## config.mk

```make
export PLATFORM = sky130hd
export DESIGN_NAME = bitser_add
export DESIGN_NICKNAME = d
export VERILOG_FILES = /design/src/rtl/bsa_pkg.sv /design/src/rtl/bsa_oprnd_sr.sv /design/src/rtl/bsa_fa_cell.sv /design/src/rtl/bsa_sum_sr.sv /design/src/rtl/bsa_ctrl.sv /design/src/rtl/bitser_add.sv
export SDC_FILE = /design/constraint.sdc
export NUM_CORES = 1
export LEC_CHECK = 0
export ABC_AREA = 0
export BUFFER_PORTS_ARGS = -buffer_cell sky130_fd_sc_hd__buf_4
export CAP_MARGIN = 20
export CORE_MARGIN = 4
export CORE_UTILIZATION = 45
export CTS_BUF_LIST = sky130_fd_sc_hd__clkbuf_2 sky130_fd_sc_hd__clkbuf_4 sky130_fd_sc_hd__clkbuf_8
export DETAILED_ROUTE_END_ITERATION = 10
export PLACE_DENSITY = 0.68
export SLEW_MARGIN = 20
export SYNTH_ARGS = -nofsm -noshare
export SYNTH_HDL_FRONTEND = slang
export SYNTH_SLANG_ARGS = --single-unit
```

## constraint.sdc

```tcl
create_clock -name clk -period 2.75 [get_ports clk]
set_input_delay 0.1375 -clock clk [delete_from_list [all_inputs] [get_ports clk]]
set_output_delay 0.1375 -clock clk [all_outputs]
set_load 0.01 [all_outputs]
```

## src/rtl/bsa_pkg.sv

```systemverilog
package bsa_pkg;
  typedef enum logic {
    SZ_BYTE = 1'b0,
    SZ_WORD = 1'b1
  } bsa_size_e;
endpackage

```

## src/rtl/bsa_oprnd_sr.sv

```systemverilog
module bsa_oprnd_sr #(
  parameter int W = 32
) (
  input  logic         clk,
  input  logic         rst_n,
  input  logic         load,
  input  logic         shift,
  input  logic [W-1:0] a_in,
  input  logic [W-1:0] b_in,
  output logic         a_bit,
  output logic         b_bit
);
  logic [W-1:0] a_q, a_d, b_q, b_d;

  always_comb begin
    a_d = a_q;
    b_d = b_q;
    if (load) begin
      a_d = a_in;
      b_d = b_in;
    end else if (shift) begin
      a_d = a_q >> 1;
      b_d = b_q >> 1;
    end
  end

  always_ff @(posedge clk or negedge rst_n) begin
    if (!rst_n) begin
      a_q <= '0;
      b_q <= '0;
    end else if (load || shift) begin
      a_q <= a_d;
      b_q <= b_d;
    end
  end

  assign a_bit = a_q[0];
  assign b_bit = b_q[0];
endmodule

```

## src/rtl/bsa_fa_cell.sv

```systemverilog
module bsa_fa_cell (
  input  logic clk,
  input  logic rst_n,
  input  logic clr,
  input  logic en,
  input  logic a,
  input  logic b,
  output logic s,
  output logic carry_q
);
  logic c_next, carry_d;

  always_comb begin
    s       = a ^ b ^ carry_q;
    c_next  = (a & b) | (a & carry_q) | (b & carry_q);
    carry_d = clr ? 1'b0 : c_next;
  end

  always_ff @(posedge clk or negedge rst_n) begin
    if (!rst_n)         carry_q <= 1'b0;
    else if (clr || en) carry_q <= carry_d;
  end

  // a cleared carry starts every addition
  a_r2_carry_clear: assert property (@(posedge clk) disable iff (!rst_n)
    clr |=> (carry_q == 1'b0));
  // carry holds when neither cleared nor stepped
  a_r7_carry_hold: assert property (@(posedge clk) disable iff (!rst_n)
    (!clr && !en) |=> $stable(carry_q));
endmodule

```

## src/rtl/bsa_sum_sr.sv

```systemverilog
module bsa_sum_sr #(
  parameter int W      = 32,
  parameter int NARROW = 8,
  parameter int CW     = $clog2(W)
) (
  input  logic          clk,
  input  logic          rst_n,
  input  logic          clr,
  input  logic          shift,
  input  logic [CW-1:0] ins_pos,
  input  logic          bit_in,
  output logic [W-1:0]  sum_q
);
  logic [W-1:0] sum_d;

  always_comb begin
    sum_d = sum_q;
    if (clr) begin
      sum_d = '0;
    end else if (shift) begin
      sum_d = sum_q >> 1;
      sum_d[ins_pos] = bit_in;
    end
  end

  always_ff @(posedge clk or negedge rst_n) begin
    if (!rst_n)            sum_q <= '0;
    else if (clr || shift) sum_q <= sum_d;
  end

  // result holds while idle
  a_r7_sum_hold: assert property (@(posedge clk) disable iff (!rst_n)
    (!clr && !shift) |=> $stable(sum_q));
  // byte results never reach the upper bits
  a_r4_upper_zero: assert property (@(posedge clk) disable iff (!rst_n)
    (ins_pos == CW'(NARROW-1)) |-> (sum_q[W-1:NARROW] == '0));
endmodule

```

## src/rtl/bsa_ctrl.sv

```systemverilog
module bsa_ctrl
  import bsa_pkg::*;
#(
  parameter int W      = 32,
  parameter int NARROW = 8,
  parameter int CW     = $clog2(W)
) (
  input  logic          clk,
  input  logic          rst_n,
  input  logic          start_i,
  input  logic          wide_i,
  output logic          load_o,
  output logic          step_o,
  output logic [CW-1:0] ins_pos_o,
  output logic          busy_o,
  output logic          done_o
);
  localparam logic [CW-1:0] LastWide   = CW'(W-1);
  localparam logic [CW-1:0] LastNarrow = CW'(NARROW-1);

  logic          busy_q, busy_d, done_q, done_d, last;
  logic [CW-1:0] cnt_q, cnt_d;
  bsa_size_e     size_q, size_d;

  always_comb begin
    load_o = start_i & ~busy_q;
    step_o = busy_q;
    last   = busy_q && (cnt_q == '0);
    busy_d = busy_q;
    cnt_d  = cnt_q;
    size_d = size_q;
    done_d = last;
    if (load_o) begin
      busy_d = 1'b1;
      size_d = wide_i ? SZ_WORD : SZ_BYTE;
      cnt_d  = wide_i ? LastWide : LastNarrow;
    end else if (last) begin
      busy_d = 1'b0;
    end else if (busy_q) begin
      cnt_d = cnt_q - CW'(1);
    end
  end

  always_ff @(posedge clk or negedge rst_n) begin
    if (!rst_n) begin
      busy_q <= 1'b0;
      done_q <= 1'b0;
      cnt_q  <= '0;
      size_q <= SZ_BYTE;
    end else begin
      busy_q <= busy_d;
      done_q <= done_d;
      if (load_o || busy_q) cnt_q  <= cnt_d;
      if (load_o)           size_q <= size_d;
    end
  end

  assign ins_pos_o = (size_q == SZ_WORD) ? LastWide : LastNarrow;
  assign busy_o    = busy_q;
  assign done_o    = done_q;

  // done is a single-cycle pulse
  a_r5_done_single: assert property (@(posedge clk) disable iff (!rst_n)
    done_q |=> !done_q);
  // busy and done never overlap
  a_r5_done_idle: assert property (@(posedge clk) disable iff (!rst_n)
    done_q |-> !busy_q);
  // busy only ends with a done pulse
  a_r5_busy_end: assert property (@(posedge clk) disable iff (!rst_n)
    $fell(busy_q) |-> done_q);
  // a start during an addition does not disturb the count
  a_r6_count_steps: assert property (@(posedge clk) disable iff (!rst_n)
    (busy_q && cnt_q != '0) |=> (busy_q && cnt_q == $past(cnt_q) - CW'(1)));
  // operand size is frozen while busy
  a_r8_size_frozen: assert property (@(posedge clk) disable iff (!rst_n)
    busy_q |=> $stable(size_q));
endmodule

```

## src/rtl/bitser_add.sv

```systemverilog
module bitser_add #(
  parameter int W      = 32,
  parameter int NARROW = 8
) (
  input  logic         clk,
  input  logic         rst_n,
  input  logic         start_i,
  input  logic         wide_i,
  input  logic [W-1:0] opa_i,
  input  logic [W-1:0] opb_i,
  output logic [W-1:0] sum_o,
  output logic         cout_o,
  output logic         busy_o,
  output logic         done_o
);
  localparam int CW = $clog2(W);

  logic          load, step, a_bit, b_bit, s_bit;
  logic [CW-1:0] ins_pos;

  bsa_ctrl #(.W(W), .NARROW(NARROW), .CW(CW)) u_ctrl (
    .clk(clk), .rst_n(rst_n), .start_i(start_i), .wide_i(wide_i),
    .load_o(load), .step_o(step), .ins_pos_o(ins_pos),
    .busy_o(busy_o), .done_o(done_o)
  );

  bsa_oprnd_sr #(.W(W)) u_ops (
    .clk(clk), .rst_n(rst_n), .load(load), .shift(step),
    .a_in(opa_i), .b_in(opb_i), .a_bit(a_bit), .b_bit(b_bit)
  );

  bsa_fa_cell u_fa (
    .clk(clk), .rst_n(rst_n), .clr(load), .en(step),
    .a(a_bit), .b(b_bit), .s(s_bit), .carry_q(cout_o)
  );

  bsa_sum_sr #(.W(W), .NARROW(NARROW), .CW(CW)) u_sum (
    .clk(clk), .rst_n(rst_n), .clr(load), .shift(step),
    .ins_pos(ins_pos), .bit_in(s_bit), .sum_q(sum_o)
  );

  // an idle start clears the result and raises busy
  a_r2_start_clears: assert property (@(posedge clk) disable iff (!rst_n)
    (start_i && !busy_o) |=> (busy_o && sum_o == '0 && !cout_o));
endmodule

```

==> impl_results.md <==
* Status: complete, no violations
* Top post-synthesis cells by count: dfrtp_1 (105), nand2_1 (84), o21ai_1 (81)
* Final critical-path share of the clock period at 0.702
* Synth top area share at 0.569
* Post-Synthesis Cell Area at 4620 µm²
* H-tree depth at 3
* Gpl congestion at 0.745
* Post-synth top area cell: dfrtp_1
* Area Overhead vs Synth at 22.5%
* Die extent in y at 109 µm
* Synth cell types at 26
* Post-synth net total at 492
* Rows at 36
* ANT nets after route at 0
* Via density per instance at 5.04
* Post-DP HPWL at 6270 µm
* Register area at 2630 µm²
* Worst-path clk slew at 0.09 ns
* TritonCTS buffer count at 9
* Critical path type: flop to output pin
* Max Freq at 0.518 GHz
* Setup tns final at 0 ns
* Worst-path maximum fanout at 66
* Top_reg_cell synth: dfrtp_1
* # diodes at 0
* Top cells by area, synth: dfrtp_1 (57%), mux2i_1 (15%), o21ai_1 (8.8%)
* Synthesized flop and latch total at 105
* Routed vias at 3273
* Final WL at 9060 µm
* Post-layout min period at 1.93 ns
* EDFF count, synth at 0
* Num ports at 103
* Clk buf depth at 2
* Share of layout cells above drive strength 1 at 0.248
* Leak Pwr at 2.80 nW
* Pwr Density at 892 nW/µm²
* Slew of the pin with the lowest slew margin at 0.895 ns
* Syn avg cell area at 10.9 µm²
* DRC at 0
* PostCTS Resize Cnt at 0
* Die ar. at 12000 µm²
* Setup Viol. Count Final at 0
* Multi-input logic area at 1800 µm²
* # nets final at 582
* Post-CTS setup buffer count at 0
* CORE AREA at 9860 µm²
* Clk sinks at 105
* Max-Cap Viols at 0
* Worst setup path startpoint: u_ctrl.busy_o$_DFFE_PN0P_
* Crit. End Element: output pin
* Fill cells at 856
* First-pass GRT wire length at 15100 µm
* Reg2reg start: u_ctrl.busy_o$_DFFE_PN0P_
* Largest net degree at the start of global routing at 91
* Slew Viols, Final at 0
* Initial antenna violation count at 0
* TritonCTS clock tree: done
* Drt first pass iters at 4
* Peak VDD IR at 0.414 mV
* Starting density of the core at 0.468
* Root buf cell: clkbuf_8
* Worst Hold Class: input pin to flop
* Unrepaired setup endpoints after global routing: false
* Critical path launch point type: flop
* Crit path DAT at 1.79 ns
* CTS Hold Buffers Added at 1
* PortBufs at 102
* Syn Inst Count at 422
* WP data required at 2.61 ns
* Min-delay src: wide_i
* Detailed-route wire length per cell at 14.0 µm
* Fin area at 5660 µm²
* Die X at 109 µm
* Worst-skew pair later-pin latency at 0.36 ns
* Total congestion overflow at 0
* All-Layer GR Usage at 0.159
* Synth async-reset ratio at 1.00
* Placed inst area at 5450 µm²
* Most common cell in the netlist: dfrtp_1
* Max-slew headroom at 0.403
* Final hold vios at 0
* Yosys warnings at 0
* Seq/Total Area, Yosys at 0.569
* Number of global-route vias before repair at 3175
* 1st-iter DRT viols at 143
* Setup clock skew after layout at 0.0155 ns
==> worst paths after layout <==
kind / end / slack [ns] / cells past startpoint
max: busy_o / 0.82 / 2
min in group asynchronous: u_sum.sum_q[23]$_DFFE_PN0P_ / 0.43 / 2
min: u_ctrl.size_q$_DFFE_PN0P_ / 0.02 / 3
max in group asynchronous: u_ops.a_q[0]$_DFFE_PN0P_ / 1.62 / 3
min reg2reg: u_ops.a_q[30]$_DFFE_PN0P_ / 0.49 / 2
max reg2reg: u_ctrl.cnt_q[3]$_DFFE_PN0P_ / 1.10 / 3
==> logic make-up (layout without fill, tap and decap cells) <==
family                     count (synthesis)  after routing  share of synthesized area
AOI/OAI and AO/OA                        100            100                      0.125
DFF                                      105            105                      0.569
buffers and inverters                     32            126                     0.0417
muxes                                     68             68                      0.148
adders and majority gates                  2              2                    0.00704
and+or+nand+nor                          115            115                      0.110
==> stage by stage <==
stage	hold slack, ns	setup WS, ns	util	total power [W]	std cells
final	0.0219	0.820	0.574	0.00505	649
after global routing	0.0369	0.673	0.574	0.00548	649
after CTS	0.00665	0.794	0.574	0.00512	649
after detailed placement	0.328	1.09	0.553	0.00416	633
after global placement	0.324	1.13	0.553	0.00408	633
after floorplan	-0.158	1.29	-	0.00360	422
==> flip-flops by register name, summed over array words and instances, names as in the netlist <==
| signal | count |
|---|---|
| u_ctrl.done_o | 1 |
| u_ops.a_q | 32 |
| u_sum.sum_q | 32 |
| u_ctrl.busy_o | 1 |
| u_ctrl.size_q | 1 |
| u_fa.carry_q | 1 |
| u_ops.b_q | 32 |
| u_ctrl.cnt_q | 5 |
==> cell usage in the layout (no fill, tap or decap), types with 2 or more instances in the layout <==
master    count
buf_12        3
dfrtp_1     104
nand2_1      84
buf_4       105
o21ai_1      81
nand2b_1     19
inv_1         2
clkbuf_8     10
nor2_1        4
nand3_1       2
mux2i_1      67
a22o_1       15
==> routing by layer <==
layer	vias up	wire, µm	track usage	share of wire
met1	1557	4250	0.223	0.47
met2	78	4040	0.242	0.45
met3	12	611	0.0376	0.067
met5	-	0	0	0
li1	1626	-	-	-
met4	0	155	0.0597	0.017
==> final cells by class <==
type                    count  share of cell area
inverters                   2             0.00133
multi-input cells         285               0.318
clock inverters             4             0.00928
clock buffers              11              0.0256
repair buffers            109               0.152
flip-flops and latches    105               0.465
well taps                 133              0.0294
==> power breakdown <==
group / switching (W) / internal [W] / total (W)
clock network: 0.000503 / 0.000455 / 0.000959
logic: 0.000757 / 0.000751 / 0.00151
registers: 0.000461 / 0.00212 / 0.00258
==> critical path, stage by stage (launching register included) <==
cell and delay [ns]:
dfrtp_4 0.85, buf_4 0.40, buf_4 0.18
Note: power is estimated with default switching activity, not from simulation.
